### src/rtl/spa_pkg.sv
package spa_pkg;
  localparam int unsigned GRP_W = 4;

  function automatic int unsigned prefix_levels(input int unsigned groups);
    return (groups > 1) ? $clog2(groups) : 0;
  endfunction
endpackage

### src/rtl/spa_sparse_tree.sv
module spa_sparse_tree
  import spa_pkg::*;
#(
  parameter int unsigned N = 16
) (
  input  logic [N-1:0]         gen_i,
  input  logic [N-1:0]         prop_i,
  input  logic                 cin_i,
  output logic [N/GRP_W-1:0]   gcarry_o,
  output logic                 cout_o
);
  localparam int unsigned NG = N / GRP_W;
  localparam int unsigned LV = prefix_levels(NG);

  logic [NG-1:0]        grp_g;
  logic [NG-1:0]        grp_p;
  logic [LV:0][NG-1:0]  lvl_g;
  logic [LV:0][NG-1:0]  lvl_p;

  // group generate / propagate over each 4-bit slice
  always_comb begin
    for (int k = 0; k < NG; k++) begin
      logic tg;
      logic tp;
      tg = 1'b0;
      tp = 1'b1;
      for (int j = 0; j < GRP_W; j++) begin
        tg = gen_i[k*GRP_W+j] | (prop_i[k*GRP_W+j] & tg);
        tp = tp & prop_i[k*GRP_W+j];
      end
      grp_g[k] = tg;
      grp_p[k] = tp;
    end
  end

  // level 0: carry-in folded into the lowest group
  always_comb begin
    lvl_g[0]    = grp_g;
    lvl_p[0]    = grp_p;
    lvl_g[0][0] = grp_g[0] | (grp_p[0] & cin_i);
  end

  // Kogge-Stone levels of black operators over the group signals
  genvar l, i;
  generate
    for (l = 1; l <= LV; l++) begin : g_lvl
      localparam int unsigned D = 1 << (l - 1);
      for (i = 0; i < NG; i++) begin : g_node
        if (i >= D) begin : g_black
          assign lvl_g[l][i] = lvl_g[l-1][i] | (lvl_p[l-1][i] & lvl_g[l-1][i-D]);
          assign lvl_p[l][i] = lvl_p[l-1][i] & lvl_p[l-1][i-D];
        end else begin : g_pass
          assign lvl_g[l][i] = lvl_g[l-1][i];
          assign lvl_p[l][i] = lvl_p[l-1][i];
        end
      end
    end
  endgenerate

  always_comb begin
    gcarry_o[0] = cin_i;
    for (int k = 1; k < NG; k++) gcarry_o[k] = lvl_g[LV][k-1];
    cout_o = lvl_g[LV][NG-1];
  end

  // prefix carries must agree with a group-level ripple of the same signals
  always_comb begin
    for (int k = 0; k + 1 < NG; k++) begin
      AST_GRP_RIPPLE: assert (gcarry_o[k+1] == (grp_g[k] | (grp_p[k] & gcarry_o[k])));
    end
    AST_TOP_RIPPLE: assert (cout_o == (grp_g[NG-1] | (grp_p[NG-1] & gcarry_o[NG-1])));
  end
endmodule

### src/rtl/spa_csel_group.sv
module spa_csel_group
  import spa_pkg::*;
(
  input  logic [GRP_W-1:0] gen_i,
  input  logic [GRP_W-1:0] prop_i,
  input  logic [GRP_W-1:0] half_i,
  input  logic             sel_i,
  output logic [GRP_W-1:0] sum_o
);
  logic [GRP_W:0] c_zero;
  logic [GRP_W:0] c_one;

  always_comb begin
    c_zero[0] = 1'b0;
    c_one[0]  = 1'b1;
    for (int j = 0; j < GRP_W; j++) begin
      c_zero[j+1] = gen_i[j] | (prop_i[j] & c_zero[j]);
      c_one[j+1]  = gen_i[j] | (prop_i[j] & c_one[j]);
    end
  end

  assign sum_o = sel_i ? (half_i ^ c_one[GRP_W-1:0]) : (half_i ^ c_zero[GRP_W-1:0]);

  // the carry-in-one chain can never carry less than the carry-in-zero chain
  always_comb begin
    AST_CAND_MONO: assert (!c_zero[GRP_W] || c_one[GRP_W]);
  end
endmodule

### src/rtl/spa_adder.sv
module spa_adder
  import spa_pkg::*;
#(
  parameter int unsigned N = 16
) (
  input  logic [N-1:0] a_i,
  input  logic [N-1:0] b_i,
  input  logic         cin_i,
  output logic [N-1:0] sum_o,
  output logic         cout_o
);
  localparam int unsigned NG = N / GRP_W;

  generate
    if ((N % GRP_W) != 0 || N == 0) begin : g_bad_width
      $error("spa_adder: N must be a non-zero multiple of 4");
    end
  endgenerate

  logic [N-1:0]  bit_g;
  logic [N-1:0]  bit_p;
  logic [N-1:0]  bit_h;
  logic [NG-1:0] grp_cin;

  assign bit_g = a_i & b_i;
  assign bit_p = a_i | b_i;
  assign bit_h = a_i ^ b_i;

  spa_sparse_tree #(.N(N)) u_tree (
    .gen_i    (bit_g),
    .prop_i   (bit_p),
    .cin_i    (cin_i),
    .gcarry_o (grp_cin),
    .cout_o   (cout_o)
  );

  genvar k;
  generate
    for (k = 0; k < NG; k++) begin : g_grp
      spa_csel_group u_grp (
        .gen_i  (bit_g[k*GRP_W +: GRP_W]),
        .prop_i (bit_p[k*GRP_W +: GRP_W]),
        .half_i (bit_h[k*GRP_W +: GRP_W]),
        .sel_i  (grp_cin[k]),
        .sum_o  (sum_o[k*GRP_W +: GRP_W])
      );
    end
  endgenerate

  always_comb begin
    AST_SUM_EXACT: assert ({cout_o, sum_o} == ({1'b0, a_i} + {1'b0, b_i} + {{N{1'b0}}, cin_i}));
    AST_FULL_PROP: assert (!((&bit_h) && cin_i) || (sum_o == '0 && cout_o));
  end
endmodule

### config.mk
export PLATFORM = sky130hd
export DESIGN_NAME = spa_adder
export DESIGN_NICKNAME = d
export VERILOG_FILES = /design/src/rtl/spa_pkg.sv /design/src/rtl/spa_sparse_tree.sv /design/src/rtl/spa_csel_group.sv /design/src/rtl/spa_adder.sv
export SDC_FILE = /design/constraint.sdc
export NUM_CORES = 1
export LEC_CHECK = 0
export BUFFER_PORTS_ARGS = -buffer_cell sky130_fd_sc_hd__buf_4
export CORE_MARGIN = 2
export CORE_UTILIZATION = 54
export DETAILED_ROUTE_END_ITERATION = 12
export PLACE_DENSITY = 0.95
export SYNTH_ARGS = -nofsm -noshare
export SYNTH_HDL_FRONTEND = slang
export SYNTH_SLANG_ARGS = --single-unit
### constraint.sdc
create_clock -name vclk -period 3.2
set_input_delay 0 -clock vclk [all_inputs]
set_output_delay 0 -clock vclk [all_outputs]
set_load 0.02 [all_outputs]
Word-level counts from Yosys, hierarchy flattened
Index checks and enable logic that the tools add are counted.
{"block": "word_totals", "reg_bits": 0, "latch_bits": 0, "ram_bits": 0, "romBits": 0, "wordCells": 85, "n_memories": 0}
{"block": "classes", "addsub": 0, "multipliers": 0, "n_div": 0, "order_cmp": 0, "n_eq_ne": 0, "n_shift": 0, "muxes": 4, "bitwise": 81, "reduce_logical": 0}
{"op": "AND 1 bit", "n": 40}
{"op": "XOR 4 bit", "n": 8}
{"op": "OR 1 bit", "n": 30}
{"op": "AND 16 bit", "n": 1}
{"op": "two-way mux 4 bit", "n": 4}
{"op": "OR 16 bit", "n": 1}
{"op": "XOR 16 bit", "n": 1}

Logic depth before layout (Yosys ltp)
Gate-level depths: netlist (run 1).
{"block": "depth", "word_depth": 12, "ltp_mapped": 9, "depth_no_buf": 9}

Hierarchy
Synthesis (run 1) repeated with hierarchy kept, for this count alone.
{"block": "hier_totals", "hier_cells": 145, "area_unflattened_um2": 1038.5}
{"mod": "spa_adder", "instances": 1, "cells_each": 80, "area_each_um2": 580.6}
{"mod": "spa_csel_group", "instances": 4, "cells_each": 10, "area_each_um2": 76.3}
{"mod": "spa_sparse_tree", "instances": 1, "cells_each": 25, "area_each_um2": 152.6}

Worst setup path before layout (run 1)
Ideal clock, no wire load.
{"block": "synth_path", "path_kind": "in2out", "from": "in a_i[2]", "to": "out sum_o[14]", "arrival_ps": 1822, "t_required_ps": 3200, "slack_ps": 1378, "stages": 9, "path_buffers": 0, "path_cell_list": "inv_1 ha_1 nor4b_4 or3_4 o21ai_2 a21oi_2 nor3_4 a21oi_2 a2111oi_2"}
{"block": "synth_via", "elab_chain_len": 9, "word_cells_on_any_way": 13, "cone_classes": "mux (1); bitwise (12)"}
{"item": "from (decl)", "line": "spa_adder.sv:6", "source": "input logic [N-1:0] a_i,"}
{"item": "OR 16 bit", "line": "spa_adder.sv:26", "source": "assign bit_p = a_i | b_i;"}
{"item": "AND 1 bit", "line": "spa_sparse_tree.sv:28", "source": "tg = gen_i[k*GRP_W+j] | (prop_i[k*GRP_W+j] & tg);"}
{"item": "OR 1 bit", "line": "spa_sparse_tree.sv:28"}
{"item": "AND 1 bit"}
{"item": "OR 1 bit"}
{"item": "OR 1 bit (*)", "line": "spa_sparse_tree.sv:40", "source": "lvl_g[0][0] = grp_g[0] | (grp_p[0] & cin_i);"}
{"item": "AND 1 bit (*)", "line": "spa_sparse_tree.sv:50", "source": "assign lvl_g[l][i] = lvl_g[l-1][i] | (lvl_p[l-1][i] & lvl_g[l-1][i-D]);"}
{"item": "OR 1 bit (*)", "line": "spa_sparse_tree.sv:50"}
{"item": "two-way mux 4 bit (*)", "line": "spa_csel_group.sv:22", "source": "assign sum_o = sel_i ? (half_i ^ c_one[GRP_W-1:0]) : (half_i ^ c_zero[GRP_W-1:0]);"}
{"item": "to (decl)", "line": "spa_adder.sv:9", "source": "output logic [N-1:0] sum_o,"}
Every way passes the cells marked *; elsewhere a longest branch is shown, timed or not.

Worst setup path after layout (run 1)
{"block": "layout_path", "from": "in a_i[2]", "to": "out sum_o[15]"}
The elaborated chain is that of the path after synthesis.

==> results of run 1 <==
[critical path, stage by stage]
cell	delay, ns
sky130_fd_sc_hd__buf_4	0.12
sky130_fd_sc_hd__inv_1	0.05
sky130_fd_sc_hd__ha_1	0.23
sky130_fd_sc_hd__nor4b_4	0.07
sky130_fd_sc_hd__or3_4	0.34
sky130_fd_sc_hd__o21ai_2	0.20
sky130_fd_sc_hd__a21oi_2	0.09
sky130_fd_sc_hd__nor3_4	0.30
sky130_fd_sc_hd__mux2i_1	0.26
sky130_fd_sc_hd__xor2_1	0.20
sky130_fd_sc_hd__buf_4	0.17
[layout make-up]
type | count | area [sq um] | share of cell area (%)
multi-input cells | 101 | 950 | 62.6
repair buffers | 50 | 375 | 24.8
inverters | 42 | 158 | 10.4
well taps | 27 | 33.8 | 2.23
[layer usage]
metal | routed length [microns] | up-vias
met5 | 0 | -
met4 | 29 | 0
met3 | 85 | 4
met2 | 1580 | 31
met1 | 869 | 485
li1 | - | 550
[Yosys cell counts, drive strengths merged]
cell     count  area share (%)
inv         42              14
ha          36              41
nor2        11             3.7
xnor2       11             8.7
a21oi        8             4.3
mux2i        5             4.5
xor2         4             3.2
nor3         3             2.4
o21ai        3             2.0
o21bai       3             2.0
a211oi       2             1.8
nand2b       2             1.1
or3          2             1.6
a2111oi      1             1.4
and2         1            0.68
and3         1            0.57
and4         1            0.79
nand2        1            0.34
nor2b        1            0.57
nor4b        1             2.1
o21a         1            0.68
o31a         1            0.79
o41a         1             1.1
or4          1            0.68
[power by group through the flow]
stage               Clock, mW  Combinational [mW]  Sequential, mW
floorplan                   0               0.200               0
global placement            0               0.320               0
detailed placement          0               0.334               0
CTS                         0               0.335               0
global route                0               0.360               0
finish                      0               0.333               0
[worst min path at each step]
stage / from / depth (start not counted) / to / slack [ns]
floorplan: cin_i / 1 / sum_o[0] / 0.13
global placement: cin_i / 3 / sum_o[0] / 0.32
detailed placement: cin_i / 3 / sum_o[0] / 0.31
CTS: cin_i / 3 / sum_o[0] / 0.32
global route: cin_i / 3 / sum_o[0] / 0.33
finish: cin_i / 3 / sum_o[0] / 0.32
[cell families after synthesis]
group,after synthesis
buf+inv,42
fa+ha+maj,36
simple gates,25
compound gates,20
xor+xnor,15
mux,5
==> key figures, run 1 <==
Synth
  – Mapped Avg Cell Area: 7.74 sq um
  – Main combinational cell family by area after synthesis: adder cells
  – Synth unique cells: 29
  – Netlist Area Pre-Place: 1110 sq um
  – Fraction of the yosys area taken by sequential cells: 0%
  – Multiplexer fraction of the synthesized cell area: 4.52%
  – Synthesized instance count: 143
  – Compound-Gate Fraction of Synth Area: 14.1%
  – Simple logic cell fraction of the synthesized area: 14.6%
  – Syn_nets: 212
  – Count of yosys warnings during synthesis: 0
  – Synthesized-area fraction occupied by adder cells: 40.7%
  – Xor/xnor share of the synthesized area: 11.9%

Layout
  – NumNets Final: 264
  – Fillers: 133
  – Finished Cell Area: 1520 sq um
  – Most used cells in the layout excluding fill and tap cells: sky130_fd_sc_hd__buf_4 (50), sky130_fd_sc_hd__inv_1 (42), sky130_fd_sc_hd__ha_1 (36)
  – Layout overhead on the synthesized area: 36.9%
  – Utilization after layout: 78.1%
  – Diode insertion count for antenna repair: 0
  – Non-filler cells in the finished layout: 220
  – Ratio of cells with drive above 1 in the final layout: 31.6%
  – FF/Latch Area: 0 sq um
  – Count of clock-net buffers in the final layout: 0
  – Sequential cell count of the final layout: 0
  – Most common cell after layout, fill and taps aside: sky130_fd_sc_hd__buf_4

Timing
  – Unrepaired setup endpoints after global routing: no
  – Final Worst Setup Slack: 1.16 ns
  – Fin Setup TNS: 0 ns
  – Final Setup Violations: 0
  – Highest Clock Rate: 491 MHz
  – Worst max-slew margin expressed relative to the limit: 75.8%
  – Minimum hold slack: 0.318 ns
  – Final Slew Violations: 0
  – Period utilisation layout: 63.6%
  – Crit path time final: 2.04 ns
  – Number of hold-slack violations in the final timing report: 0
  – Transition time of the tightest slew-check pin: 0.362 ns

Pwr
  – Power density over the cells: 220 nW/um^2
  – Net switching power: 0.174 mW
  – Leakage power total: 0.891 nW
  – Switching share of power: 52.3%
  – Fraction of power consumed by the clock network: 0%
  – Fraction of power consumed by sequential logic: 0%
  – Final Power: 0.333 mW
  – Internal power summed over all cells: 0.159 mW
  – Worst-case vdd ir drop: 0.140 mV
  – Proportion of power drawn by combinational gates: 100.0%

Worst setup path
  – Critical Path End: sum_o[15]
  – Critical path type: in2out
  – Required @ worst endpoint: 3.20 ns
  – Nature of the critical path startpoint: primary input
  – Maximum fanout along the worst path: 6
  – Crit end category: output port
  – Arr. time, crit path: 2.04 ns
  – Launch point of the critical path: a_i[2]

Place
  – Placed inst area: 1520 sq um
  – Pre-CTS worst setup slack: 1.15 ns
  – Number of buffers inserted by port buffering: 50
  – Total half-perimeter wirelength after legalization and detailed placement: 2.42 mm
  – Number of cells in the design after placement: 220
  – Final weighted congestion in routability-driven placement: 0.796

Global routing
  – Number of antenna violations at the first check in global routing: 0
  – Leftover overflow at the end of global routing: 0
  – Met2 track demand over resource in global routing: 46.2%
  – First-pass GRT wire length: 4.32 mm
  – Via count of the first global-routing pass: 1136
  – Global Route met3 Usage: 1.23%
  – Highest-utilization routing layer at the global route stage: met2
  – Overall track demand over capacity in global routing: 21.4%
  – Maximum number of pins on one net before global-route repair: 7
  – Global routing usage on met1: 21.7%

Floorplan
  – Width of the chip: 49.3 microns
  – Num rows: 16
  – Die height: 49.3 microns
  – Area of the placeable core: 1940 sq um
  – Number of top-level design ports: 50
  – Initial core utilization: 57.0%
  – Floorplan die area: 2430 sq um

Clock tree
  – Count of hold-fix buffers inserted at cts: 0
  – Resize count post-CTS: 0
  – Post-CTS setup buffer count: 0

Route
  – Count of TritonRoute iterations in the first routing pass: 2
  – Total routed wirelength: 2.57 mm
  – Starting DRC count in detailed routing: 7
  – Via Count: 1070
  – Count of unresolved DRC violations after routing: 0
  – Post-detailed-route count of antenna-violating nets: 0
  – Routed wire length per instance: 11.7 microns
  – Via count normalized by instance count: 4.86

Flow run
  – Number of max-cap violations: 0

Outcome
  – Result of the run: complete, no violations

Hold path
  – Path type of the worst min-delay path: in2out
Note: power is estimated with default switching activity, not from simulation.
==> run 2, diff against run 1 <==
--- a/config.mk
+++ b/config.mk
@@ -5,11 +5,12 @@
 export SDC_FILE = /design/constraint.sdc
 export NUM_CORES = 1
 export LEC_CHECK = 0
+export ABC_AREA = 1
 export BUFFER_PORTS_ARGS = -buffer_cell sky130_fd_sc_hd__buf_4
 export CORE_MARGIN = 2
-export CORE_UTILIZATION = 54
+export CORE_UTILIZATION = 47
 export DETAILED_ROUTE_END_ITERATION = 12
-export PLACE_DENSITY = 0.95
+export PLACE_DENSITY = 0.87
 export SYNTH_ARGS = -nofsm -noshare
 export SYNTH_HDL_FRONTEND = slang
 export SYNTH_SLANG_ARGS = --single-unit
==> constraint.sdc (replaced) <==
create_clock -name vclk -period 1.8
set_input_delay 0 -clock vclk [all_inputs]
set_output_delay 0 -clock vclk [all_outputs]
set_load 0.02 [all_outputs]
==> key figures, run 2 <==
Synth
  – Leading cell type by number of instances after synthesis: sky130_fd_sc_hd__inv_1
  – Netlist Area Pre-Place: 1240 sq um
  – Mapped Avg Cell Area: 6.13 sq um
  – Fraction of the yosys area taken by sequential cells: 0%
  – Main area contributors after synthesis: sky130_fd_sc_hd__ha_1 (36%), sky130_fd_sc_hd__inv_1 (20%), sky130_fd_sc_hd__nand2_1 (13%)
  – Leading post-synthesis cells by instance count: sky130_fd_sc_hd__inv_1 (65), sky130_fd_sc_hd__nand2_1 (43), sky130_fd_sc_hd__ha_1 (36)
  – Post-synthesis cell type with the largest combined area: sky130_fd_sc_hd__ha_1
  – Synthesized instance count: 203
  – Count of yosys warnings during synthesis: 0
  – Syn_nets: 272
  – Synth unique cells: 18
  – Top cell type's share of synthesized area: 36.2%

Floorplan
  – Area of the placeable core: 2500 sq um
  – Num rows: 18
  – Floorplan die area: 3070 sq um
  – Initial core utilization: 49.7%
  – Number of top-level design ports: 50
  – Die height: 55.4 microns
  – Width of the chip: 55.4 microns

Pwr
  – Fraction of power consumed by sequential logic: 0%
  – Internal power summed over all cells: 0.266 mW
  – Switching share of power: 55.7%
  – Fraction of power consumed by the clock network: 0%
  – Proportion of power drawn by combinational gates: 100.0%
  – Net switching power: 0.334 mW
  – Power density over the cells: 362 nW/um^2
  – Leakage power total: 1.10 nW
  – Worst-case vdd ir drop: 0.266 mV

Timing
  – Fin Setup TNS: 0 ns
  – Worst max-slew margin expressed relative to the limit: 82.5%
  – Number of hold-slack violations in the final timing report: 0
  – Final Setup Violations: 0
  – Transition time of the tightest slew-check pin: 0.260 ns
  – Final Slew Violations: 0
  – Crit path time final: 1.47 ns
  – Highest Clock Rate: 679 MHz
  – Period utilisation layout: 81.8%
  – Unrepaired setup endpoints after global routing: no
  – Minimum hold slack: 0.352 ns

Global routing
  – Via count of the first global-routing pass: 1171
  – Met2 track demand over resource in global routing: 30.8%
  – Overall track demand over capacity in global routing: 15.9%
  – Leftover overflow at the end of global routing: 0
  – Global Route met3 Usage: 0.703%
  – First-pass GRT wire length: 4.41 mm
  – Maximum number of pins on one net before global-route repair: 9
  – Highest-utilization routing layer at the global route stage: met2
  – Number of antenna violations at the first check in global routing: 0
  – Global routing usage on met1: 20.4%

Place
  – Number of cells in the design after placement: 283
  – Number of buffers inserted by port buffering: 50
  – Total half-perimeter wirelength after legalization and detailed placement: 2.17 mm
  – Final weighted congestion in routability-driven placement: 0.799

Layout
  – NumNets Final: 324
  – Count of clock-net buffers in the final layout: 0
  – Sequential cell count of the final layout: 0
  – Ratio of cells with drive above 1 in the final layout: 24.1%
  – Fillers: 239
  – Most common cell after layout, fill and taps aside: sky130_fd_sc_hd__inv_1
  – FF/Latch Area: 0 sq um
  – Diode insertion count for antenna repair: 0
  – Layout overhead on the synthesized area: 33.2%
  – Non-filler cells in the finished layout: 283
  – Most used cells in the layout excluding fill and tap cells: sky130_fd_sc_hd__inv_1 (65), sky130_fd_sc_hd__buf_4 (50), sky130_fd_sc_hd__nand2_1 (43)
  – Utilization after layout: 66.3%

Worst setup path
  – Required @ worst endpoint: 1.80 ns
  – Crit end category: output port
  – Critical path type: in2out
  – Nature of the critical path startpoint: primary input
  – Arr. time, crit path: 1.47 ns
  – Maximum fanout along the worst path: 3

Route
  – Count of TritonRoute iterations in the first routing pass: 4
  – Total routed wirelength: 2.40 mm
  – Via Count: 1300
  – Via count normalized by instance count: 4.59
  – Post-detailed-route count of antenna-violating nets: 0
  – Count of unresolved DRC violations after routing: 0
  – Routed wire length per instance: 8.48 microns
  – Starting DRC count in detailed routing: 27

Flow run
  – Number of max-cap violations: 0

Clock tree
  – Count of hold-fix buffers inserted at cts: 0
  – Resize count post-CTS: 0
  – Post-CTS setup buffer count: 0

Hold path
  – Worst hold stages: 3
  – Path type of the worst min-delay path: in2out

Outcome
  – Result of the run: complete, no violations
[run 2: cell types whose count changed after synthesis, moves of 3 or more]
| cell | previous run | this run |
|---|---|---|
| sky130_fd_sc_hd__nand2_2 | 0 | 3 |
| sky130_fd_sc_hd__o21bai_1 | 3 | 0 |
| sky130_fd_sc_hd__o21ai_0 | 1 | 10 |
| sky130_fd_sc_hd__nand2_1 | 1 | 43 |
| sky130_fd_sc_hd__xnor2_1 | 11 | 3 |
| sky130_fd_sc_hd__nand3_1 | 0 | 13 |
| sky130_fd_sc_hd__nand2_4 | 0 | 4 |
| sky130_fd_sc_hd__inv_1 | 42 | 65 |
| sky130_fd_sc_hd__mux2i_1 | 5 | 0 |
| sky130_fd_sc_hd__nor2_1 | 11 | 4 |
| sky130_fd_sc_hd__xor2_1 | 4 | 7 |
[run 2: worst paths after layout]
| path | slack (ns) | endpoint | start |
|---|---|---|---|
| worst max-delay path | 0.33 | sum_o[15] | a_i[5] |
| worst min-delay path | 0.35 | sum_o[0] | cin_i |
[run 2: power groups by stage]
stage          Combinational (mW)  Sequential (mW)  Clock [mW]
6_report                    0.599                0           0
3_5_place_dp                0.601                0           0
4_1_cts                     0.605                0           0
3_3_place_gp                0.590                0           0
2_1_floorplan               0.370                0           0
5_1_grt                     0.667                0           0
[run 2: per-layer routing]
layer | vias up | part of all wire [%]
li1 | 703 | -
met1 | 561 | 46
met2 | 36 | 49
met3 | 0 | 4.5
met4 | 0 | 0
met5 | - | 0
[run 2: final cells by class]
class                      count  area (sq um)  share of cell area [%]
timing repair buffer          50           375                    22.7
tap                           30          37.5                    2.27
multi-input combinational    137           996                    60.1
inverter                      66           248                    15.0
[run 2: cells by family (layout without fill, tap and decap cells)]
kind of cell / after synthesis / in the layout / synth area share, %
AOI/OAI and AO/OA: 17 / 17 / 7.14
buffers and inverters: 66 / 116 / 19.9
adders and majority gates: 36 / 36 / 36.2
and+or+nand+nor: 74 / 74 / 29.7
xor gates and xnor gates: 10 / 10 / 7.04
[run 2: metrics by stage]
step                      setup WS (ns)  power, mW  instance area (sq um)
after global routing              0.100      0.667                   1660
after global placement            0.401      0.590                   1660
final                             0.328      0.599                   1660
after detailed placement          0.364      0.601                   1660
after floorplan                   0.612      0.370                   1240
after CTS                         0.354      0.605                   1660
[run 2: worst max-delay path, stage by stage]
cell	delay (ns)
sky130_fd_sc_hd__buf_4	0.11
sky130_fd_sc_hd__inv_1	0.05
sky130_fd_sc_hd__ha_1	0.15
sky130_fd_sc_hd__inv_1	0.06
sky130_fd_sc_hd__nand2_1	0.06
sky130_fd_sc_hd__nand2_1	0.08
sky130_fd_sc_hd__nand2_1	0.07
sky130_fd_sc_hd__nand2_1	0.06
sky130_fd_sc_hd__nand2_1	0.05
sky130_fd_sc_hd__nand2_1	0.09
sky130_fd_sc_hd__a21oi_1	0.24
sky130_fd_sc_hd__nand3_1	0.14
sky130_fd_sc_hd__nand2_1	0.10
sky130_fd_sc_hd__nand2_1	0.05
sky130_fd_sc_hd__nand2_1	0.05
sky130_fd_sc_hd__buf_4	0.13
==> run 3, diff against run 2 <==
==> constraint.sdc (replaced) <==
create_clock -name vclk -period 1.25
set_input_delay 0 -clock vclk [all_inputs]
set_output_delay 0 -clock vclk [all_outputs]
set_load 0.02 [all_outputs]
==> key figures, run 3 (synthesized netlist as in run 2, its figures left out) <==
Layout
  – Layout overhead on the synthesized area: 60.5%
  – Finished Cell Area: 2000 sq um
  – Most used cells in the layout excluding fill and tap cells: sky130_fd_sc_hd__inv_1 (56), sky130_fd_sc_hd__buf_4 (55), sky130_fd_sc_hd__ha_1 (30)
  – Fillers: 172
  – Diode insertion count for antenna repair: 0
  – Area used by multi-input combinational logic: 1170 sq um
  – FF/Latch Area: 0 sq um
  – NumNets Final: 340
  – Most common cell after layout, fill and taps aside: sky130_fd_sc_hd__inv_1
  – Count of clock-net buffers in the final layout: 0
  – Ratio of cells with drive above 1 in the final layout: 44.2%
  – Sequential cell count of the final layout: 0

Outcome
  – Result of the run: complete, but fails checks
  – Violated checks: negative setup slack

Global routing
  – First-pass GRT wire length: 4.86 mm
  – Leftover overflow at the end of global routing: 0
  – Number of antenna violations at the first check in global routing: 0
  – Via count of the first global-routing pass: 1315
  – Overall track demand over capacity in global routing: 18.1%
  – Maximum number of pins on one net before global-route repair: 9

Floorplan
  – Width of the chip: 55.4 microns
  – Floorplan die area: 3070 sq um
  – Area of the placeable core: 2500 sq um
  – Initial core utilization: 49.7%
  – Die height: 55.4 microns
  – Number of top-level design ports: 50
  – Num rows: 18

Timing
  – Final Slew Violations: 0
  – Transition time of the tightest slew-check pin: 0.362 ns
  – Crit path time final: 1.47 ns
  – Worst max-slew margin expressed relative to the limit: 75.6%
  – Final Worst Setup Slack: -0.223 ns
  – Period utilisation layout: 118%
  – Minimum hold slack: 0.362 ns
  – Fin Setup TNS: -1.33 ns
  – Unrepaired setup endpoints after global routing: yes
  – Final Setup Violations: 13
  – Number of hold-slack violations in the final timing report: 0
  – Highest Clock Rate: 679 MHz

Route
  – Total routed wirelength: 3.29 mm
  – Count of unresolved DRC violations after routing: 0
  – Post-detailed-route count of antenna-violating nets: 0
  – Count of TritonRoute iterations in the first routing pass: 4
  – Starting DRC count in detailed routing: 50
  – Via Count: 1426
  – Routed wire length per instance: 11.0 microns
  – Via count normalized by instance count: 4.77

Worst setup path
  – Crit-path most repeated cell: sky130_fd_sc_hd__nand2_2
  – Crit end category: output port
  – Required @ worst endpoint: 1.25 ns
  – Cells along the critical path: buf_4, ha_1, nand2_2, nand2_2, nand2_2, nand2_2, nand2_2, nand2_4, a21oi_4, nand3_2, nand2_1, nand2_1, nand2_1, buf_6
  – Arr. time, crit path: 1.47 ns
  – Critical path type: in2out
  – Slowest cell on the critical path: sky130_fd_sc_hd__ha_1
  – Maximum fanout along the worst path: 3
  – Delay of the slowest cell on the worst path: 0.22 ns
  – Nature of the critical path startpoint: primary input

Place
  – Number of buffers inserted by port buffering: 50
  – Final weighted congestion in routability-driven placement: 0.809
  – Placed inst area: 1700 sq um
  – Total half-perimeter wirelength after legalization and detailed placement: 2.31 mm

Hold path
  – Path type of the worst min-delay path: in2out

Pwr
  – Worst-case vdd ir drop: 0.468 mV
  – Final Power: 1.08 mW
  – Leakage power total: 1.20 nW
  – Power density over the cells: 543 nW/um^2

Flow run
  – Number of max-cap violations: 0
[run 3: cell types whose count changed in the layout (fill, tap and decap cells not counted), moves of 6 or more]
cell	change
sky130_fd_sc_hd__inv_1	-9
sky130_fd_sc_hd__nand2_2	+15
sky130_fd_sc_hd__buf_6	+11
sky130_fd_sc_hd__ha_1	-6
sky130_fd_sc_hd__nand2_1	-16
sky130_fd_sc_hd__inv_2	+7
[run 3: per-layer routing]
layer | GRT usage, % | wire (microns) | vias up
met5 | 0 | 0 | -
met4 | 3.14 | 78 | 0
met3 | 0.468 | 111 | 10
met2 | 35.0 | 1750 | 45
met1 | 22.0 | 1350 | 638
li1 | - | - | 733
[run 3: critical path, delay by kind of cell]
kind                       cells  cell delay (ns)
AOI/OAI and AO/OA              1             0.20
adders and majority gates      1             0.22
buffers and inverters          2             0.24
and+or+nand+nor               10             0.82
[run 3: path summary, 6_finish.rpt]
| path | startpoint | end | slack [ns] | cells after the start |
|---|---|---|---|---|
| worst min-delay path | cin_i | sum_o[0] | 0.36 | 3 |
| worst max-delay path | a_i[4] | sum_o[15] | -0.22 | 14 |
[run 3: final cells by class]
cell class	count	area share, %
Multi-Input combinational cell	137	58.6
Tap cell	30	1.88
Timing Repair Buffer	66	26.9
Inverter	66	12.7
[run 3: power breakdown]
group / internal (mW) / switching (mW)
Clock: 0 / 0
Combinational: 0.503 / 0.580
Sequential: 0 / 0
Total: 0.503 / 0.580
[run 3: metrics by stage]
stage               instances  worst slack, ns  util (%)
floorplan                 203           0.0619         -
global placement          289           -0.140      68.1
detailed placement        289           -0.180      68.1
CTS                       294           -0.139      73.8
global route              299           -0.304      79.8
finish                    299           -0.223      79.8
[run 3: timing repair]
action	in CTS	in global routing
setup endpoints to repair	12	15
gates resized for setup	34	32
buffers inserted	5	5
hold buffers	0	0
pin swaps	13	28
